[config.mk]
export PLATFORM = sky130hd
export DESIGN_NAME = nand_cmd_seq
export DESIGN_NICKNAME = d
export VERILOG_FILES = /design/src/rtl/nand_seq_pkg.sv /design/src/rtl/nand_cmd_fifo.sv /design/src/rtl/nand_cmd_fetch.sv /design/src/rtl/nand_pin_engine.sv /design/src/rtl/nand_cmd_seq.sv
export SDC_FILE = /design/constraint.sdc
export NUM_CORES = 1
export LEC_CHECK = 0
export ABC_AREA = 0
export BUFFER_PORTS_ARGS = -buffer_cell sky130_fd_sc_hd__clkbuf_2
export CAP_MARGIN = 25
export CORE_MARGIN = 2
export CORE_UTILIZATION = 41
export DETAILED_ROUTE_END_ITERATION = 7
export GPL_ROUTABILITY_DRIVEN = 0
export GPL_TIMING_DRIVEN = 0
export SLEW_MARGIN = 0
export SYNTH_ARGS = -nofsm -noshare
export SYNTH_HDL_FRONTEND = slang
export SYNTH_SLANG_ARGS = --single-unit
[constraint.sdc]
create_clock -name clk -period 9.8 [get_ports clk]
set_input_delay 0 -clock clk [delete_from_list [all_inputs] [get_ports clk]]
set_output_delay 0 -clock clk [all_outputs]
set_load 0.02 [all_outputs]
[src/rtl/nand_seq_pkg.sv]
package nand_seq_pkg;

  localparam int WORD_W = 32;
  localparam int ARG_W  = 10;

  localparam logic [1:0] A_QUEUE = 2'd0;
  localparam logic [1:0] A_CFG   = 2'd1;
  localparam logic [1:0] A_STAT  = 2'd2;
  localparam logic [1:0] A_DATA  = 2'd3;

  localparam int CFG_IRQ_EN_BIT = 21;
  localparam int OCC_LSB        = 22;
  localparam int RB_LSB         = 26;

  localparam logic [3:0] OP_CLE  = 4'h5;
  localparam logic [3:0] OP_ALE  = 4'h6;
  localparam logic [3:0] OP_DWR  = 4'h4;
  localparam logic [3:0] OP_DRD  = 4'h8;
  localparam logic [3:0] OP_GAP  = 4'hC;
  localparam logic [3:0] OP_RBW  = 4'h1;
  localparam logic [3:0] SEL_D0  = 4'hE;
  localparam logic [3:0] SEL_D1  = 4'hD;

  typedef enum logic [2:0] {
    K_NOP, K_CLE, K_ALE, K_DWR, K_DRD, K_GAP, K_RBW
  } kind_e;

  typedef struct packed {
    kind_e            kind;
    logic [1:0]       ce_n;
    logic             rb_sel;
    logic [ARG_W-1:0] arg;
  } cmd_t;

  function automatic cmd_t decode_word(input logic [WORD_W-1:0] w);
    cmd_t       c;
    logic [3:0] op;
    logic [3:0] sel;
    op  = w[17:14];
    sel = w[13:10];
    c.arg    = w[ARG_W-1:0];
    c.rb_sel = (sel == SEL_D1);
    case (sel)
      SEL_D0:  c.ce_n = 2'b10;
      SEL_D1:  c.ce_n = 2'b01;
      default: c.ce_n = 2'b11;
    endcase
    if (w[20] && op == OP_RBW) c.kind = K_RBW;
    else begin
      case (op)
        OP_CLE:  c.kind = K_CLE;
        OP_ALE:  c.kind = K_ALE;
        OP_DWR:  c.kind = K_DWR;
        OP_DRD:  c.kind = K_DRD;
        OP_GAP:  c.kind = K_GAP;
        default: c.kind = K_NOP;
      endcase
    end
    return c;
  endfunction

endpackage

[src/rtl/nand_cmd_fifo.sv]
module nand_cmd_fifo #(
  parameter int DEPTH = 32,
  parameter int W     = 32,
  localparam int AW   = $clog2(DEPTH),
  localparam int CW   = $clog2(DEPTH + 1)
) (
  input  logic          clk,
  input  logic          rst,
  input  logic          push,
  input  logic [W-1:0]  wdata,
  input  logic          pop,
  output logic [W-1:0]  rdata,
  output logic [CW-1:0] count,
  output logic          full,
  output logic          empty
);

  logic [W-1:0]  mem [DEPTH];
  logic [AW-1:0] wr_ptr, rd_ptr;
  logic          do_push, do_pop;

  assign full    = (count == CW'(DEPTH));
  assign empty   = (count == '0);
  assign do_push = push && !full;
  assign do_pop  = pop && !empty;

  always_ff @(posedge clk) begin
    if (do_push) mem[wr_ptr] <= wdata;
    if (do_pop)  rdata <= mem[rd_ptr];
  end

  always_ff @(posedge clk) begin
    if (rst) begin
      wr_ptr <= '0;
      rd_ptr <= '0;
      count  <= '0;
    end else begin
      if (do_push) wr_ptr <= wr_ptr + 1'b1;
      if (do_pop)  rd_ptr <= rd_ptr + 1'b1;
      case ({do_push, do_pop})
        2'b10:   count <= count + 1'b1;
        2'b01:   count <= count - 1'b1;
        default: count <= count;
      endcase
    end
  end

  a_r5_count_bound: assert property (@(posedge clk) disable iff (rst)
    count <= CW'(DEPTH));
  a_r7_full_no_grow: assert property (@(posedge clk) disable iff (rst)
    (full && push && !pop) |=> (count == CW'(DEPTH)));

endmodule

[src/rtl/nand_cmd_fetch.sv]
module nand_cmd_fetch
  import nand_seq_pkg::*;
(
  input  logic              clk,
  input  logic              rst,
  input  logic              q_empty,
  input  logic [WORD_W-1:0] q_rdata,
  input  logic              take,
  output logic              pop,
  output logic              pend,
  output logic              slot_valid,
  output cmd_t              slot
);

  assign pop = !pend && (!slot_valid || take) && !q_empty;

  always_ff @(posedge clk) begin
    if (rst) begin
      pend       <= 1'b0;
      slot_valid <= 1'b0;
      slot       <= '0;
    end else begin
      pend <= pop;
      if (pend) begin
        slot_valid <= 1'b1;
        slot       <= decode_word(q_rdata);
      end else if (take) begin
        slot_valid <= 1'b0;
      end
    end
  end

  a_r6_one_slot: assert property (@(posedge clk) disable iff (rst)
    pend |-> !slot_valid);
  a_r6_take_needs_word: assert property (@(posedge clk) disable iff (rst)
    take |-> slot_valid);

endmodule

[src/rtl/nand_pin_engine.sv]
module nand_pin_engine
  import nand_seq_pkg::*;
#(
  parameter int HALF_W = 4,
  localparam int CNT_W = (ARG_W > HALF_W) ? ARG_W : HALF_W
) (
  input  logic              clk,
  input  logic              rst,
  input  logic              slot_valid,
  input  cmd_t              slot,
  input  logic [HALF_W-1:0] half_cfg,
  input  logic [1:0]        rb_lvl,
  input  logic [7:0]        dq_in,
  output logic              take,
  output logic              active,
  output logic              rb_done,
  output logic [1:0]        ce_n,
  output logic              cle,
  output logic              ale,
  output logic              we_n,
  output logic              re_n,
  output logic [7:0]        dq_out,
  output logic              dq_oe,
  output logic [7:0]        rd_byte
);

  typedef enum logic [2:0] {S_IDLE, S_WLO, S_WHI, S_RLO, S_RHI, S_GAP, S_RBW} st_e;

  st_e              st;
  logic [CNT_W-1:0] cnt;
  logic [CNT_W-1:0] half_eff, half_q;
  logic             rb_sel_q;

  assign half_eff = (half_cfg == '0) ? CNT_W'(1) : CNT_W'(half_cfg);
  assign take     = slot_valid && (st == S_IDLE);
  assign active   = (st != S_IDLE);

  always_ff @(posedge clk) begin
    if (rst) begin
      st       <= S_IDLE;
      cnt      <= '0;
      half_q   <= CNT_W'(1);
      rb_sel_q <= 1'b0;
      rb_done  <= 1'b0;
      ce_n     <= 2'b11;
      cle      <= 1'b0;
      ale      <= 1'b0;
      we_n     <= 1'b1;
      re_n     <= 1'b1;
      dq_out   <= '0;
      dq_oe    <= 1'b0;
      rd_byte  <= '0;
    end else begin
      rb_done <= 1'b0;
      case (st)
        S_IDLE: begin
          if (slot_valid) begin
            ce_n   <= slot.ce_n;
            half_q <= half_eff;
            case (slot.kind)
              K_CLE, K_ALE, K_DWR: begin
                cle    <= (slot.kind == K_CLE);
                ale    <= (slot.kind == K_ALE);
                dq_out <= slot.arg[7:0];
                dq_oe  <= 1'b1;
                we_n   <= 1'b0;
                cnt    <= half_eff - 1'b1;
                st     <= S_WLO;
              end
              K_DRD: begin
                re_n <= 1'b0;
                cnt  <= half_eff - 1'b1;
                st   <= S_RLO;
              end
              K_GAP: begin
                if (slot.arg != '0) begin
                  cnt <= CNT_W'(slot.arg);
                  st  <= S_GAP;
                end
              end
              K_RBW: begin
                rb_sel_q <= slot.rb_sel;
                st       <= S_RBW;
              end
              default: ;
            endcase
          end
        end
        S_WLO: begin
          if (cnt == '0) begin
            we_n <= 1'b1;
            cnt  <= half_q - 1'b1;
            st   <= S_WHI;
          end else cnt <= cnt - 1'b1;
        end
        S_WHI: begin
          if (cnt == '0) begin
            cle   <= 1'b0;
            ale   <= 1'b0;
            dq_oe <= 1'b0;
            st    <= S_IDLE;
          end else cnt <= cnt - 1'b1;
        end
        S_RLO: begin
          if (cnt == '0) begin
            re_n    <= 1'b1;
            rd_byte <= dq_in;
            cnt     <= half_q - 1'b1;
            st      <= S_RHI;
          end else cnt <= cnt - 1'b1;
        end
        S_RHI: begin
          if (cnt == '0) st <= S_IDLE;
          else cnt <= cnt - 1'b1;
        end
        S_GAP: begin
          if (cnt == CNT_W'(1)) st <= S_IDLE;
          else cnt <= cnt - 1'b1;
        end
        S_RBW: begin
          if (rb_lvl[rb_sel_q]) begin
            rb_done <= 1'b1;
            st      <= S_IDLE;
          end
        end
        default: st <= S_IDLE;
      endcase
    end
  end

  a_r1_strobes_exclusive: assert property (@(posedge clk) disable iff (rst)
    !(!we_n && !re_n));
  a_r1_latch_exclusive: assert property (@(posedge clk) disable iff (rst)
    !(cle && ale));
  a_r1_dq_held_at_rise: assert property (@(posedge clk) disable iff (rst)
    $rose(we_n) |-> ($stable(dq_out) && dq_oe));
  a_r3_no_drive_in_read: assert property (@(posedge clk) disable iff (rst)
    !re_n |-> !dq_oe);
  a_r2_single_ce: assert property (@(posedge clk) disable iff (rst)
    ce_n != 2'b00);
  a_r8_wait_needs_ready: assert property (@(posedge clk) disable iff (rst)
    $rose(rb_done) |-> $past(rb_lvl[rb_sel_q]));

endmodule

[src/rtl/nand_cmd_seq.sv]
module nand_cmd_seq
  import nand_seq_pkg::*;
#(
  parameter int DEPTH    = 32,
  parameter int HALF_W   = 4,
  parameter int HALF_RST = 2,
  localparam int CW      = $clog2(DEPTH + 1)
) (
  input  logic        clk,
  input  logic        rst,
  input  logic        host_wr_en,
  input  logic [1:0]  host_addr,
  input  logic [31:0] host_wdata,
  output logic [31:0] host_rdata,
  output logic [1:0]  nand_ce_n,
  output logic        nand_cle,
  output logic        nand_ale,
  output logic        nand_we_n,
  output logic        nand_re_n,
  output logic [7:0]  nand_dq_out,
  input  logic [7:0]  nand_dq_in,
  output logic        nand_dq_oe,
  input  logic [1:0]  nand_rb_n,
  output logic        irq
);

  logic              q_push, q_pop, q_full, q_empty;
  logic [WORD_W-1:0] q_rdata;
  logic [CW-1:0]     q_count;
  logic              pend, slot_valid, take, eng_active, eng_rb_done;
  cmd_t              slot;
  logic [7:0]        rd_byte;
  logic [1:0]        rb_meta, rb_sync;
  logic              irq_en, irq_q, ovf_q;
  logic [HALF_W-1:0] half_q;
  logic              wr_cfg, wr_stat, clr_irq, clr_ovf, busy;

  assign q_push  = host_wr_en && (host_addr == A_QUEUE);
  assign wr_cfg  = host_wr_en && (host_addr == A_CFG);
  assign wr_stat = host_wr_en && (host_addr == A_STAT);
  assign clr_irq = wr_stat && host_wdata[0];
  assign clr_ovf = wr_stat && host_wdata[1];
  assign busy    = !q_empty || pend || slot_valid || eng_active;

  nand_cmd_fifo #(.DEPTH(DEPTH), .W(WORD_W)) u_fifo (
    .clk(clk), .rst(rst), .push(q_push), .wdata(host_wdata), .pop(q_pop),
    .rdata(q_rdata), .count(q_count), .full(q_full), .empty(q_empty)
  );

  nand_cmd_fetch u_fetch (
    .clk(clk), .rst(rst), .q_empty(q_empty), .q_rdata(q_rdata), .take(take),
    .pop(q_pop), .pend(pend), .slot_valid(slot_valid), .slot(slot)
  );

  nand_pin_engine #(.HALF_W(HALF_W)) u_engine (
    .clk(clk), .rst(rst), .slot_valid(slot_valid), .slot(slot),
    .half_cfg(half_q), .rb_lvl(rb_sync), .dq_in(nand_dq_in),
    .take(take), .active(eng_active), .rb_done(eng_rb_done),
    .ce_n(nand_ce_n), .cle(nand_cle), .ale(nand_ale), .we_n(nand_we_n),
    .re_n(nand_re_n), .dq_out(nand_dq_out), .dq_oe(nand_dq_oe),
    .rd_byte(rd_byte)
  );

  for (genvar i = 0; i < 2; i++) begin : g_rb_sync
    always_ff @(posedge clk) begin
      if (rst) begin
        rb_meta[i] <= 1'b1;
        rb_sync[i] <= 1'b1;
      end else begin
        rb_meta[i] <= nand_rb_n[i];
        rb_sync[i] <= rb_meta[i];
      end
    end
  end

  always_ff @(posedge clk) begin
    if (rst) begin
      irq_en <= 1'b0;
      half_q <= HALF_W'(HALF_RST);
      irq_q  <= 1'b0;
      ovf_q  <= 1'b0;
    end else begin
      if (wr_cfg) begin
        irq_en <= host_wdata[CFG_IRQ_EN_BIT];
        half_q <= host_wdata[HALF_W-1:0];
      end
      if (eng_rb_done && irq_en) irq_q <= 1'b1;
      else if (clr_irq)          irq_q <= 1'b0;
      if (q_push && q_full)      ovf_q <= 1'b1;
      else if (clr_ovf)          ovf_q <= 1'b0;
    end
  end

  assign irq = irq_q;

  always_comb begin
    host_rdata = '0;
    case (host_addr)
      A_QUEUE: host_rdata[OCC_LSB +: CW] = q_count;
      A_CFG: begin
        host_rdata[CFG_IRQ_EN_BIT] = irq_en;
        host_rdata[HALF_W-1:0]     = half_q;
      end
      A_STAT: begin
        host_rdata[0]           = irq_q;
        host_rdata[1]           = ovf_q;
        host_rdata[2]           = busy;
        host_rdata[RB_LSB +: 2] = rb_sync;
      end
      default: host_rdata[7:0] = rd_byte;
    endcase
  end

  a_r9_irq_cause: assert property (@(posedge clk) disable iff (rst)
    $rose(irq_q) |-> $past(eng_rb_done && irq_en));
  a_r9_irq_sticky: assert property (@(posedge clk) disable iff (rst)
    (irq_q && !clr_irq) |=> irq_q);
  a_r7_ovf_sticky: assert property (@(posedge clk) disable iff (rst)
    (ovf_q && !clr_ovf) |=> ovf_q);
  a_r7_ovf_cause: assert property (@(posedge clk) disable iff (rst)
    $rose(ovf_q) |-> $past(q_push && q_full));

endmodule

# Yosys cells after proc, flatten, opt, wreduce, memory -nomap -nowiden
# Memory sizes are Yosys's and may differ from the RTL's. A register that Yosys moved wholly into a read port is not among the register bits.
# Cells that the tools add are included.
[totals]
ff_bits = 93
ramBits = 1024
inputBits = 47
output_inout_bits = 48
wordCells = 187
memories = 1
[classes]
addsub = 7
n_lt_le_gt_ge = 1
n_eq_ne = 40
mux = 55
n_bitwise = 1
n_reduce_logical = 52
[mem_list]
columns = ["memory", "depth", "width", "read_ports", "rd_clocked_by_memory_dff", "write_ports", "line", "rtl"]
rows = [
  ["u_fifo.mem", 32, 32, 1, 1, 1, "nand_cmd_fifo.sv:18", "logic [W-1:0] mem [DEPTH];"],
]
[ops]
columns = ["cell", "n"]
rows = [
  ["2-to-1 mux 10 bit", 5],
  ["one-hot mux 10 bit (4 select lines)", 1],
  ["subtractor 10 x 1 -> 10 bit (second input constant)", 3],
  ["2-to-1 mux 1 bit", 24],
  ["2-to-1 mux 3 bit", 8],
  ["one-hot mux 10 bit (2 select lines)", 1],
  ["== test 3 bit (second input constant)", 6],
  ["one-hot mux 3 bit (6 select lines)", 1],
  ["== test 4 bit (second input constant)", 4],
  ["one-hot mux 3 bit (5 select lines)", 1],
  ["nonzero test 2 bit", 7],
  ["logical AND 1 bit", 13],
  ["== test 3 x 2 -> 1 bit (second input constant)", 4],
  ["== test 4 x 3 -> 1 bit (second input constant)", 3],
  ["2-to-1 mux 4 bit", 3],
  ["!= test 2 x 1 -> 1 bit (second input constant)", 6],
  ["one-hot mux 1 bit (2 select lines)", 6],
  ["one-hot mux 3 bit (4 select lines)", 1],
  ["one-hot mux 6 bit (2 select lines)", 1],
  ["AND reduction 4 bit", 3],
  ["adder 5 x 1 -> 5 bit (second input constant)", 2],
  ["== test 10 x 1 -> 1 bit (second input constant)", 1],
  ["logical NOT 10 bit", 1],
  ["!= test 2 bit (second input constant)", 5],
  ["other kinds (29)", 46],
]

# Depth between registers and ports, before layout
# Gate-level depths: netlist (run 1).
[logic_depth]
word_depth = 8
ltp_mapped = 13
ltp_nobuf = 11

# Modules after synthesis
# From an unflattened synthesis (run 1), not the netlist that was laid out.
[hier_totals]
hier_cells = 2339
area_unflattened_um2 = 44572.7
[modules_own_cells]
columns = ["module", "instances", "cells_per_inst", "area_each_um2", "seq_area_each_um2"]
rows = [
  ["nand_cmd_fifo", 1, 1860, 40675.3, 32030.7],
  ["nand_pin_engine", 1, 322, 2488.6, 840.8],
  ["nand_cmd_fetch", 1, 70, 704.4, 360.3],
  ["nand_cmd_seq", 1, 87, 704.4, 220.2],
]

# Worst setup path after synthesis (run 1)
# OpenSTA, ideal clock, no wires.
[synth_path]
path_kind = "register to register"
from = "reg u_engine.st[2]"
to = "reg u_fifo.count[4]"
setup_time_ns = 0.070
arrival_time_ns = 3.109
required_time_ns = 9.730
slack_ns = 6.621
path_stages_with_launch = 14
path_buffers = 3
period_less_slack_ns = 3.179
cell_sequence = "dfxtp_1 > clkbuf_1 > clkbuf_1 > o31ai_1 > o311a_1 > buf_2 > ha_1 > inv_1 > fa_1 > nor2b_1 > o21a_1 > nor3_1 > or3b_2 > a21oi_1"
[synth_via]
elab_chain_cells = 8
word_cells_on_any_way = 10
classes_between = "eq/ne: 2; mux: 1; reduce/logical: 7"
[synth_rtl]
columns = ["element", "line", "rtl"]
rows = [
  ["from (decl)", "nand_pin_engine.sv:29", "st_e st;"],
  ["from (signal assigned)", "nand_pin_engine.sv:40", "st <= S_IDLE;"],
  ["from (signal assigned)", "nand_pin_engine.sv:68", "st <= S_WLO;"],
  ["from (signal assigned)", "nand_pin_engine.sv:73", "st <= S_RLO;"],
  ["logical NOT 3 bit (*)", "nand_pin_engine.sv:35", "assign take = slot_valid && (st == S_IDLE);"],
  ["logical AND 1 bit (*)", "nand_pin_engine.sv:35", ""],
  ["logical OR 1 bit (*)", "nand_cmd_fetch.sv:15", "assign pop = !pend && (!slot_valid || take) && !q_empty;"],
  ["logical AND 1 bit (*) (2 in series)", "nand_cmd_fetch.sv:15", ""],
  ["net q_pop", "nand_cmd_seq.sv:27", "logic q_push, q_pop, q_full, q_empty;"],
  ["logical AND 1 bit (*)", "nand_cmd_fifo.sv:25", "assign do_pop = pop && !empty;"],
  ["== test 2 x 1 -> 1 bit or == test 2 bit (tied branches)", "nand_cmd_fifo.sv:40", "case ({do_push, do_pop})"],
  ["one-hot mux 6 bit (2 select lines) or nonzero test 2 bit (tied branches)", "n/a", ""],
  ["to (signal assigned)", "nand_cmd_fifo.sv:41", "2'b10: count <= count + 1'b1;"],
  ["to (signal assigned)", "nand_cmd_fifo.sv:42", "2'b01: count <= count - 1'b1;"],
  ["to (signal assigned)", "nand_cmd_fifo.sv:43", "default: count <= count;"],
  ["to (decl)", "nand_cmd_fifo.sv:13", "output logic [CW-1:0] count,"],
]
# Mark *: on every way through the listed nets, which the timed path passes. The rest lies on a longest branch.
# A chain may end at the register's enable or synchronous reset.

# Worst setup path in the final report (run 1)
# Ends and elaborated chain as after synthesis.

==> flow_summary.json, run 1 <==
{
  "clockBufferDepth": 3,
  "die_width_um": 268.0,
  "clock_latency_ns": 0.63,
  "power_density_nw_per_um2": 252.2,
  "post-route-util_pct": 48.55,
  "maxCapViolations": 0,
  "setup_viol": 0,
  "grtUsageTotal_pct": 19.14,
  "r2r_slack_ns": 5.89,
  "vias": 14710,
  "r2r_cells": 13,
  "stdcell_count": 2685,
  "hp-class": "primary input to register",
  "p_comb_share_pct": 24.8,
  "layout-drive-gt1-share_pct": 27.55,
  "place_area_sq_um": 30770,
  "worstSetupPathType": "register to register",
  "final_hold_viol_count": 0,
  "numPortBuffers": 63,
  "min_period_ns": 3.906,
  "pre_cts_ws_ns": 5.905,
  "crit_path_max_fanout": 26,
  "path_cells": "clkbuf_1 -> clkbuf_1 -> o31ai_1 -> o311a_1 -> buf_2 -> ha_1 -> inv_1 -> fa_1 -> nor2b_1 -> o21a_1 -> nor3_1 -> or3b_2 -> a21oi_1",
  "required_ns": 10.34,
  "worst_hold_slack_ns": 0.04383,
  "cts_setup_buffers": 0,
  "maxClockFrequency_mhz": 256.0,
  "skew_ns": 0.02744,
  "grt_pass1_wl_um": 98680,
  "cts_tree": "yes",
  "clock_sinks": 714,
  "synth_seq_cells": 714,
  "htree_num_levels": 3,
  "worstSetupEndpointType": "register",
  "yosys-mux-area-fraction_pct": 17.54,
  "ctsHoldBuffers": 20,
  "area_delta_synth_final_pct": 16.95,
  "drv_slew": 0,
  "dominantRegCellSynth": "edfxtp_1",
  "synth_warnings": 0,
  "startpoint": "u_engine.st[2]",
  "status": "finished, final reports clean",
  "grt-ovfl-total": 0,
  "drc": 0,
  "rows": 96,
  "max_stage_delay_ns": 0.56,
  "yosysSeqAreaShare_pct": 72.00,
  "drt-total-wl_um": 67260,
  "path_common_cell": "clkbuf_1",
  "final_cell_area_sq_um": 33410,
  "p_sw_mw": 2.436,
  "p_sw_share_pct": 28.91,
  "dpl.cell_count": 2524,
  "cts_buffers": 75,
  "p_seq_share_pct": 42.1,
  "rr_startpoint": "u_engine.st[2]",
  "syn_avg_cell_area_sq_um": 19.26,
  "first_pass_iters": 7,
  "finalCritPeriodShare_pct": 39.86,
  "cp_slowest_cell": "buf_2",
  "drt_iter0_drc": 1582,
  "max-slew-margin-rel_pct": 37.93,
  "p_leak_nw": 10.81,
  "fp.dieH_um": 268.0,
  "hpwl_um": 45110,
  "peakVddDrop_v": 0.0001452,
  "rsz0062_at_grt": "false",
  "avgRoutedWirePerCell_um": 25.05,
  "synth_top_family_by_area": "multiplexers",
  "syn-instance-count": 1483,
  "synthesis.area_sq_um": 28570,
  "cp-endpoint": "u_fifo.count[4]",
  "synthAdderAreaFrac_pct": 0.8146,
  "yosysUniqueCellTypes": 66,
  "async_reset_ff_share_pct": 0,
  "n_fill_cell": 5713,
  "tightestPinTransition_ns": 0.9311,
  "grt_start_max_net_pins": 35,
  "clockRootBuffer": "clkbuf_16",
  "dieArea_sq_um": 71810,
  "synthXorXnorAreaFrac_pct": 0.6744,
  "io_pins": 95,
  "core_sq_um": 68830,
  "p_int_mw": 5.990,
  "finalWorstSetupSlack_ns": 5.894,
  "initial_core_util_pct": 41.51,
  "final.setup.tns_ns": 0,
  "avgViaCountPerCell": 5.479,
  "synth_edf_count": 627,
  "r2r_end": "u_fifo.count[4]",
  "cts_resized": 0,
  "start_kind": "register",
  "postRouteAntennaNets": 0,
  "grt_pass1_vias": 15170,
  "power_frac_clock_pct": 33.0,
  "path_clk_slew_ns": 0.06,
  "antenna_found_initial": 0,
  "crit_arrival_ns": 4.45,
  "synth-simple-area-share_pct": 4.226,
  "layout.nets": 1757,
  "synth-compound-area-share_pct": 2.452,
  "finalPower_mw": 8.426
}
==> power by group through the flow <==
stage               combinational [mW]  clock (mW)  sequential, mW
floorplan                         1.49           0            3.57
global placement                  2.05           0            3.61
detailed placement                2.09           0            3.61
CTS                               2.11        2.84            3.55
global route                      2.24        2.97            3.56
finish                            2.09        2.78            3.55
==> flip-flops by register name, indices dropped and copies added (netlist names), 3 cells and up <==
register and cells:
u_fifo.wr_ptr 5, u_engine.dq_out 8, u_fifo.rdata 19, u_fifo.rd_ptr 5, u_engine.st 3, u_engine.half_q 4
u_fifo.count 6, u_fetch.slot 16, u_engine.rd_byte 8, half_q 4, u_engine.cnt 10, u_fifo.mem 608
==> cell usage after synthesis, drive strengths merged, types with 2 or more instances <==
master | number | area (sq um)
a21o | 3 | 22.52
nor4 | 12 | 75.07
or2 | 5 | 31.28
nor3 | 13 | 75.07
nand3 | 22 | 110.1
edfxtp | 627 | 18830
nand2 | 47 | 176.4
and3 | 5 | 31.28
nand2b | 4 | 25.02
a311oi | 10 | 118.9
o32ai | 2 | 17.52
or3 | 3 | 18.77
a31oi | 4 | 25.02
o22a | 2 | 17.52
a21oi | 35 | 175.2
o32a | 2 | 20.02
nand3b | 5 | 37.54
xor2 | 13 | 113.9
o21ai | 11 | 55.05
a22oi | 3 | 22.52
ha | 17 | 212.7
mux4 | 190 | 4373
o311a | 3 | 30.03
or4 | 4 | 30.03
a2bb2oi | 2 | 17.52
dfxtp | 87 | 1742
or3b | 3 | 26.28
a32oi | 3 | 26.28
inv | 24 | 90.09
xnor2 | 9 | 78.83
o211ai | 2 | 15.01
nor2b | 7 | 43.79
o31ai | 3 | 22.52
and2 | 7 | 43.79
nor3b | 3 | 22.52
o22ai | 2 | 12.51
nand4 | 4 | 25.02
buf | 52 | 367.8
a22o | 3 | 26.28
nor2 | 107 | 401.6
mux2 | 22 | 247.7
mux2i | 39 | 390.4
clkbuf | 49 | 193.9
==> worst max-delay path: cells and delay by family (launching register included) <==
kind,cells,cell delay (ns)
buf+inv,4,1.17
compound gates,4,0.92
simple gates,3,0.60
flops,1,0.30
fa+ha+maj,2,0.82
==> layer usage <==
metal  vias to the layer above  wire length (um)  global-route usage [%]
li1                       6405                 -                       -
met1                      7710             28100                   25.58
met2                       497             33860                   32.55
met3                        99              3883                   3.326
met4                         0              1421                   5.119
met5                         -                 0                       0
==> cell usage in the layout, fill, tap and decap left out, types with 12 or more instances in the layout <==
master,count
nand3_1,22
nor2_1,75
dlygate4sd3_1,20
buf_2,16
edfxtp_1,627
xor2_1,13
a21oi_1,35
clkinv_2,14
clkbuf_2,63
mux2i_1,39
buf_8,27
dfxtp_1,87
mux2_2,22
ha_1,17
buf_4,17
mux4_2,165
clkinv_1,12
mux4_1,25
nor2_2,30
nand2_1,47
conb_1,17
clkbuf_1,67
inv_1,24
clkbuf_16,76
nor4_1,12
==> worst min path at each step <==
stage / cells past startpoint / startpoint / to
6_report: 1 / host_wdata[9] / u_fifo.mem[10][9]
5_1_grt: 1 / host_wdata[9] / u_fifo.mem[10][9]
4_1_cts: 1 / host_wdata[5] / u_fifo.mem[5][5]
3_5_place_dp: 2 / nand_rb_n[0] / rb_meta[0]
3_3_place_gp: 2 / nand_rb_n[1] / rb_meta[1]
2_1_floorplan: 0 / host_wdata[0] / u_fifo.mem[0][0]
==> final cells by class <==
class / instances / area, sq um / share of cell area [%]
Antenna cell: 1 / 2.502 / 0.007489
Buffer: 101 / 561.8 / 1.681
Clock buffer: 98 / 2014 / 6.029
Clock inverter: 40 / 404.1 / 1.210
Inverter: 24 / 90.09 / 0.2696
Multi-Input combinational cell: 660 / 7498 / 22.44
Sequential cell: 714 / 20570 / 61.56
Tap cell: 931 / 1165 / 3.486
Timing Repair Buffer: 116 / 1107 / 3.314
==> cells by family (layout without fill, tap and decap cells) <==
group	Yosys count	count (layout)
flops	714	714
fa+ha+maj	18	18
xor+xnor	22	22
compound gates	98	98
mux	251	251
buf+inv	125	379
other cells	1	18
simple gates	254	254
Power figures use the tool's default switching activity.
==> run 2, diff against run 1 <==
- clock period: 9.8 -> 3.9 ns (I/O delays scaled with it)
==> flow_summary.json, run 2 (same netlist as run 1, synthesis figures left out) <==
{
  "drc": 0,
  "path_common_cell": "clkbuf_1",
  "tightestPinTransition_ns": 0.9311,
  "postRouteAntennaNets": 0,
  "rsz0062_at_grt": "false",
  "die_width_um": 268.0,
  "crit_family": "buffers and inverters",
  "layout-drive-gt1-share_pct": 27.55,
  "rr_startpoint": "u_engine.st[2]",
  "initial_core_util_pct": 41.51,
  "crit_arrival_ns": 4.22,
  "top_regs": "u_fifo.mem: 608 flops, u_fifo.rdata: 19 flops, u_fetch.slot: 16 flops",
  "power_density_nw_per_um2": 633.7,
  "start_kind": "register",
  "drv_slew": 0,
  "top_register": "u_fifo.mem",
  "worstSetupPathType": "register to register",
  "setup_viol": 0,
  "p_sw_mw": 6.120,
  "startpoint": "u_engine.st[2]",
  "p_seq_share_pct": 42.1,
  "grt-ovfl-total": 0,
  "clock_sinks": 714,
  "cts_setup_buffers": 0,
  "cts_buffers": 75,
  "layout.nets": 1757,
  "p_int_mw": 15.06,
  "path_cells": "clkbuf_1 -> clkbuf_1 -> o31ai_1 -> o311a_1 -> buf_4 -> ha_1 -> inv_1 -> fa_1 -> nor2b_1 -> o21a_1 -> nor3_1 -> or3b_2 -> a21oi_1",
  "min_period_ns": 3.676,
  "drt-total-wl_um": 67230,
  "stdcell_count": 2685,
  "core_sq_um": 68830,
  "numPortBuffers": 63,
  "maxClockFrequency_mhz": 272.1,
  "antenna_found_initial": 0,
  "clockRootBuffer": "clkbuf_16",
  "p_leak_nw": 10.81,
  "avgViaCountPerCell": 5.471,
  "grt_start_max_net_pins": 35,
  "p_comb_share_pct": 24.8,
  "final_hold_viol_count": 0,
  "grt_pass1_vias": 15170,
  "skew_ns": 0.02744,
  "peakVddDrop_v": 0.0003646,
  "status": "finished, final reports clean",
  "dpl.cell_count": 2524,
  "hp-start": "host_wdata[9]",
  "grtUsageTotal_pct": 19.14,
  "fp.dieH_um": 268.0,
  "largest_register_ffs": 608,
  "vias": 14690,
  "cp_num_buf_inv": 4,
  "path_clk_slew_ns": 0.06,
  "clock_latency_ns": 0.63,
  "hpwl_um": 45110,
  "worst_hold_slack_ns": 0.04384,
  "htree_num_levels": 3,
  "finalCritPeriodShare_pct": 94.25,
  "cts_tree": "yes",
  "avgRoutedWirePerCell_um": 25.04,
  "first_pass_iters": 7,
  "clockBufferDepth": 3,
  "grt_pass1_wl_um": 98680,
  "max-slew-margin-rel_pct": 37.93,
  "hp-class": "primary input to register",
  "rows": 96,
  "layout_common_cells": "627 x edfxtp_1, 165 x mux4_2, 87 x dfxtp_1, 76 x clkbuf_16, 75 x nor2_1",
  "dieArea_sq_um": 71810,
  "drt_iter0_drc": 1582,
  "max_stage_delay_ns": 0.44,
  "maxCapViolations": 0,
  "p_sw_share_pct": 28.90,
  "area_delta_synth_final_pct": 16.96,
  "cp_slowest_cell": "fa_1",
  "required_ns": 4.45,
  "power_frac_clock_pct": 33.0,
  "io_pins": 95,
  "crit_path_max_fanout": 26,
  "worstSetupEndpointType": "register",
  "mostFrequentLayoutCell": "edfxtp_1"
}
[run 2: cell counts in the layout (fill, tap and decap cells not counted)]
No cell type changed its count.
[run 2: final cells by class]
| type | count | area, sq um |
|---|---|---|
| plain buffers | 101 | 564.3 |
| multi-input cells | 660 | 7498 |
| well taps | 931 | 1165 |
| clock buffers | 98 | 2014 |
| flip-flops and latches | 714 | 20570 |
| repair buffers | 116 | 1107 |
| inverters | 24 | 90.09 |
| clock inverters | 40 | 404.1 |
| fillers | 5713 | 35410 |
| diodes | 1 | 2.502 |
[run 2: final timing paths]
| path | depth (start not counted) | endpoint | slack, ns |
|---|---|---|---|
| max reg2reg | 13 | u_fifo.count[4] | 0.22 |
| min reg2reg | 1 | rb_sync[1] | 0.43 |
| min | 1 | u_fifo.mem[10][9] | 0.04 |
| max | 13 | u_fifo.count[4] | 0.22 |
[run 2: per-layer routing]
| layer | share of wire [%] | vias up | GRT usage [%] | routed length [um] |
|---|---|---|---|---|
| li1 | - | 6405 | - | - |
| met1 | 42 | 7693 | 25.58 | 28150 |
| met2 | 50 | 497 | 32.55 | 33880 |
| met3 | 5.7 | 95 | 3.326 | 3820 |
| met4 | 2.1 | 0 | 5.119 | 1385 |
| met5 | 0 | - | 0 | 0 |
[run 2: power by group through the flow]
stage / Combinational [mW] / Clock [mW] / Sequential [mW]
final: 5.26 / 6.99 / 8.92
after floorplan: 3.73 / 0 / 8.97
after global placement: 5.16 / 0 / 9.06
after detailed placement: 5.25 / 0 / 9.07
after CTS: 5.31 / 7.15 / 8.91
after global routing: 5.64 / 7.45 / 8.94
[run 2: through the flow]
stage,setup TNS [ns],setup slack [ns],power [mW],instance area (sq um),utilization (%)
floorplan,0,0.7205,12.71,28630,-
global placement,-0.3043,-0.01860,14.22,30110,43.75
detailed placement,0,0.005413,14.33,30770,44.70
CTS,0,0.2037,21.36,33390,48.51
global route,0,0.02262,22.03,33410,48.55
finish,0,0.2244,21.18,33420,48.55
[run 2: timing repair]
| item | CTS | global route |
|---|---|---|
| resized for setup | 1 | 0 |
| endpoints found under the hold margin | 80 | 0 |
| setup endpoints to repair | 1 | 0 |
| hold buffers | 20 | 0 |
==> run 3, diff against run 2 <==
- CAP_MARGIN: 25 -> default
- CORE_MARGIN: 2 -> 1.5
- PLACE_DENSITY: default -> 0.66
==> flow_summary.json, run 3 (same netlist as run 1, synthesis figures left out) <==
{
  "antenna_found_initial": 2,
  "grtUsageTotal_pct": 18.70,
  "fp.dieH_um": 267.0,
  "mostFrequentLayoutCell": "edfxtp_1",
  "grt_pass1_wl_um": 97010,
  "drc": 0,
  "vias": 14770,
  "diodes": 0,
  "hp-class": "primary input to register",
  "p_leak_nw": 10.82,
  "dieArea_sq_um": 71280,
  "postRouteAntennaNets": 0,
  "r2r_end": "u_fifo.count[4]",
  "drv_slew": 0,
  "layout-drive-gt1-share_pct": 27.51,
  "r2r_slack_ns": 0.25,
  "finalWorstSetupSlack_ns": 0.2473,
  "numPortBuffers": 63,
  "clock_sinks": 714,
  "avgRoutedWirePerCell_um": 24.48,
  "first_pass_iters": 6,
  "avgViaCountPerCell": 5.521,
  "cp-endpoint": "u_fifo.count[4]",
  "min_period_ns": 3.653,
  "path_clk_slew_ns": 0.06,
  "htree_num_levels": 3,
  "start_kind": "register",
  "die_width_um": 267.0,
  "crit_arrival_ns": 4.21,
  "peakVddDrop_v": 0.0003621,
  "max-slew-margin-rel_pct": 27.90,
  "layout_common_cells": "627 x edfxtp_1, 165 x mux4_2, 87 x dfxtp_1, 75 x nor2_1, 75 x clkbuf_16",
  "finalPower_mw": 21.16,
  "grt-ovfl-total": 0,
  "cts_buffers": 75,
  "drt-total-wl_um": 65510,
  "area_delta_synth_final_pct": 17.17,
  "clockRootBuffer": "clkbuf_16",
  "rr_startpoint": "u_engine.st[2]",
  "hpwl_um": 43580,
  "power_density_nw_per_um2": 632.2,
  "post-route-util_pct": 48.64,
  "setup_viol": 0,
  "startpoint": "u_engine.st[2]",
  "cts_tree": "yes",
  "io_pins": 95,
  "cts_setup_buffers": 0,
  "layout.nets": 1753,
  "core_sq_um": 68830,
  "maxCapViolations": 0,
  "place_area_sq_um": 30850,
  "required_ns": 4.45,
  "stdcell_count": 2676,
  "r2r_cells": 13,
  "worstSetupEndpointType": "register",
  "pre_cts_ws_ns": 0.01963,
  "grt_pass1_vias": 15080,
  "top_regs": "u_fifo.mem: 608 flops, u_fifo.rdata: 19 flops, u_fetch.slot: 16 flops",
  "clock_latency_ns": 0.63,
  "top_register": "u_fifo.mem",
  "clockBufferDepth": 3,
  "dpl.cell_count": 2523,
  "n_fill_cell": 5558,
  "finalCritPeriodShare_pct": 93.66,
  "final_cell_area_sq_um": 33480,
  "crit_path_max_fanout": 26,
  "status": "finished, final reports clean",
  "initial_core_util_pct": 41.51,
  "worstSetupPathType": "register to register",
  "largest_register_ffs": 608,
  "maxClockFrequency_mhz": 273.8,
  "grt_start_max_net_pins": 35,
  "drt_iter0_drc": 1592,
  "final_hold_viol_count": 0,
  "tightestPinTransition_ns": 1.082,
  "skew_ns": 0.03006,
  "rows": 96
}
==> run 3: cell types whose count changed in the layout (fill, tap and decap cells not counted), moves of 3 or more <==
cell      previous run  this run
clkbuf_8             4         1
clkbuf_1            67        63
buf_8               27        17
buf_16               8        16
==> run 3: critical path, stage by stage, from the launching register on <==
cell and delay [ns]:
dfxtp_1 0.29, clkbuf_1 0.18, clkbuf_1 0.28, o31ai_2 0.42, o311a_1 0.23, buf_4 0.36
ha_1 0.33, inv_1 0.15, fa_1 0.42, nor2b_1 0.13, o21a_1 0.14, nor3_1 0.05
or3b_2 0.43, a21oi_1 0.14
==> run 3: how the worst min path moves through the flow <==
stage | cells after the start | slack (ns) | endpoint | start
5_1_grt | 1 | 0.05 | u_fifo.mem[13][20] | host_wdata[20]
3_5_place_dp | 2 | 0.18 | rb_meta[0] | nand_rb_n[0]
6_report | 1 | 0.02 | u_fifo.mem[12][16] | host_wdata[16]
2_1_floorplan | 0 | 0.1 | u_fifo.mem[0][0] | host_wdata[0]
3_3_place_gp | 2 | 0.20 | rb_meta[1] | nand_rb_n[1]
4_1_cts | 1 | 0.003 | u_fifo.mem[13][20] | host_wdata[20]
==> run 3: cell type report <==
type                    count  area, sq um  area share [%]
flip-flops and latches    714        20570           61.45
repair buffers            112         1156           3.454
well taps                 931         1165           3.480
multi-input cells         660         7503           22.41
clock inverters            44        494.2           1.476
plain buffers             101        564.3           1.686
clock buffers              90         1933           5.775
inverters                  24        90.09          0.2691
==> run 3: repair_timing <==
item / in CTS / in global routing
resized for setup: 1 / 1
endpoints found under the hold margin: 46 / 0
hold buffers: 19 / 0
setup endpoints to repair: 1 / 2
==> run 3: metrics by stage <==
| stage | hold WS, ns | TNS, ns |
|---|---|---|
| 5_1_grt | 0.05269 | -0.01756 |
| 2_1_floorplan | 0.09887 | 0 |
| 3_5_place_dp | 0.1845 | 0 |
| 4_1_cts | 0.003481 | 0 |
| 6_report | 0.02236 | 0 |
| 3_3_place_gp | 0.2034 | 0 |
==> run 3: layer usage <==
layer | global-route usage, % | vias up | part of all wire, %
met3 | 3.248 | 99 | 6.2
li1 | - | 6415 | -
met2 | 31.68 | 531 | 50
met4 | 4.883 | 0 | 2.1
met1 | 25.02 | 7729 | 41
met5 | 0 | - | 0
==> run 3: power by group <==
group	internal, mW	switching (mW)	leakage, nW
logic	2.37	2.83	3.28
clock network	4.00	3.03	1.18
registers	8.66	0.270	6.36
total	15.0	6.13	10.8
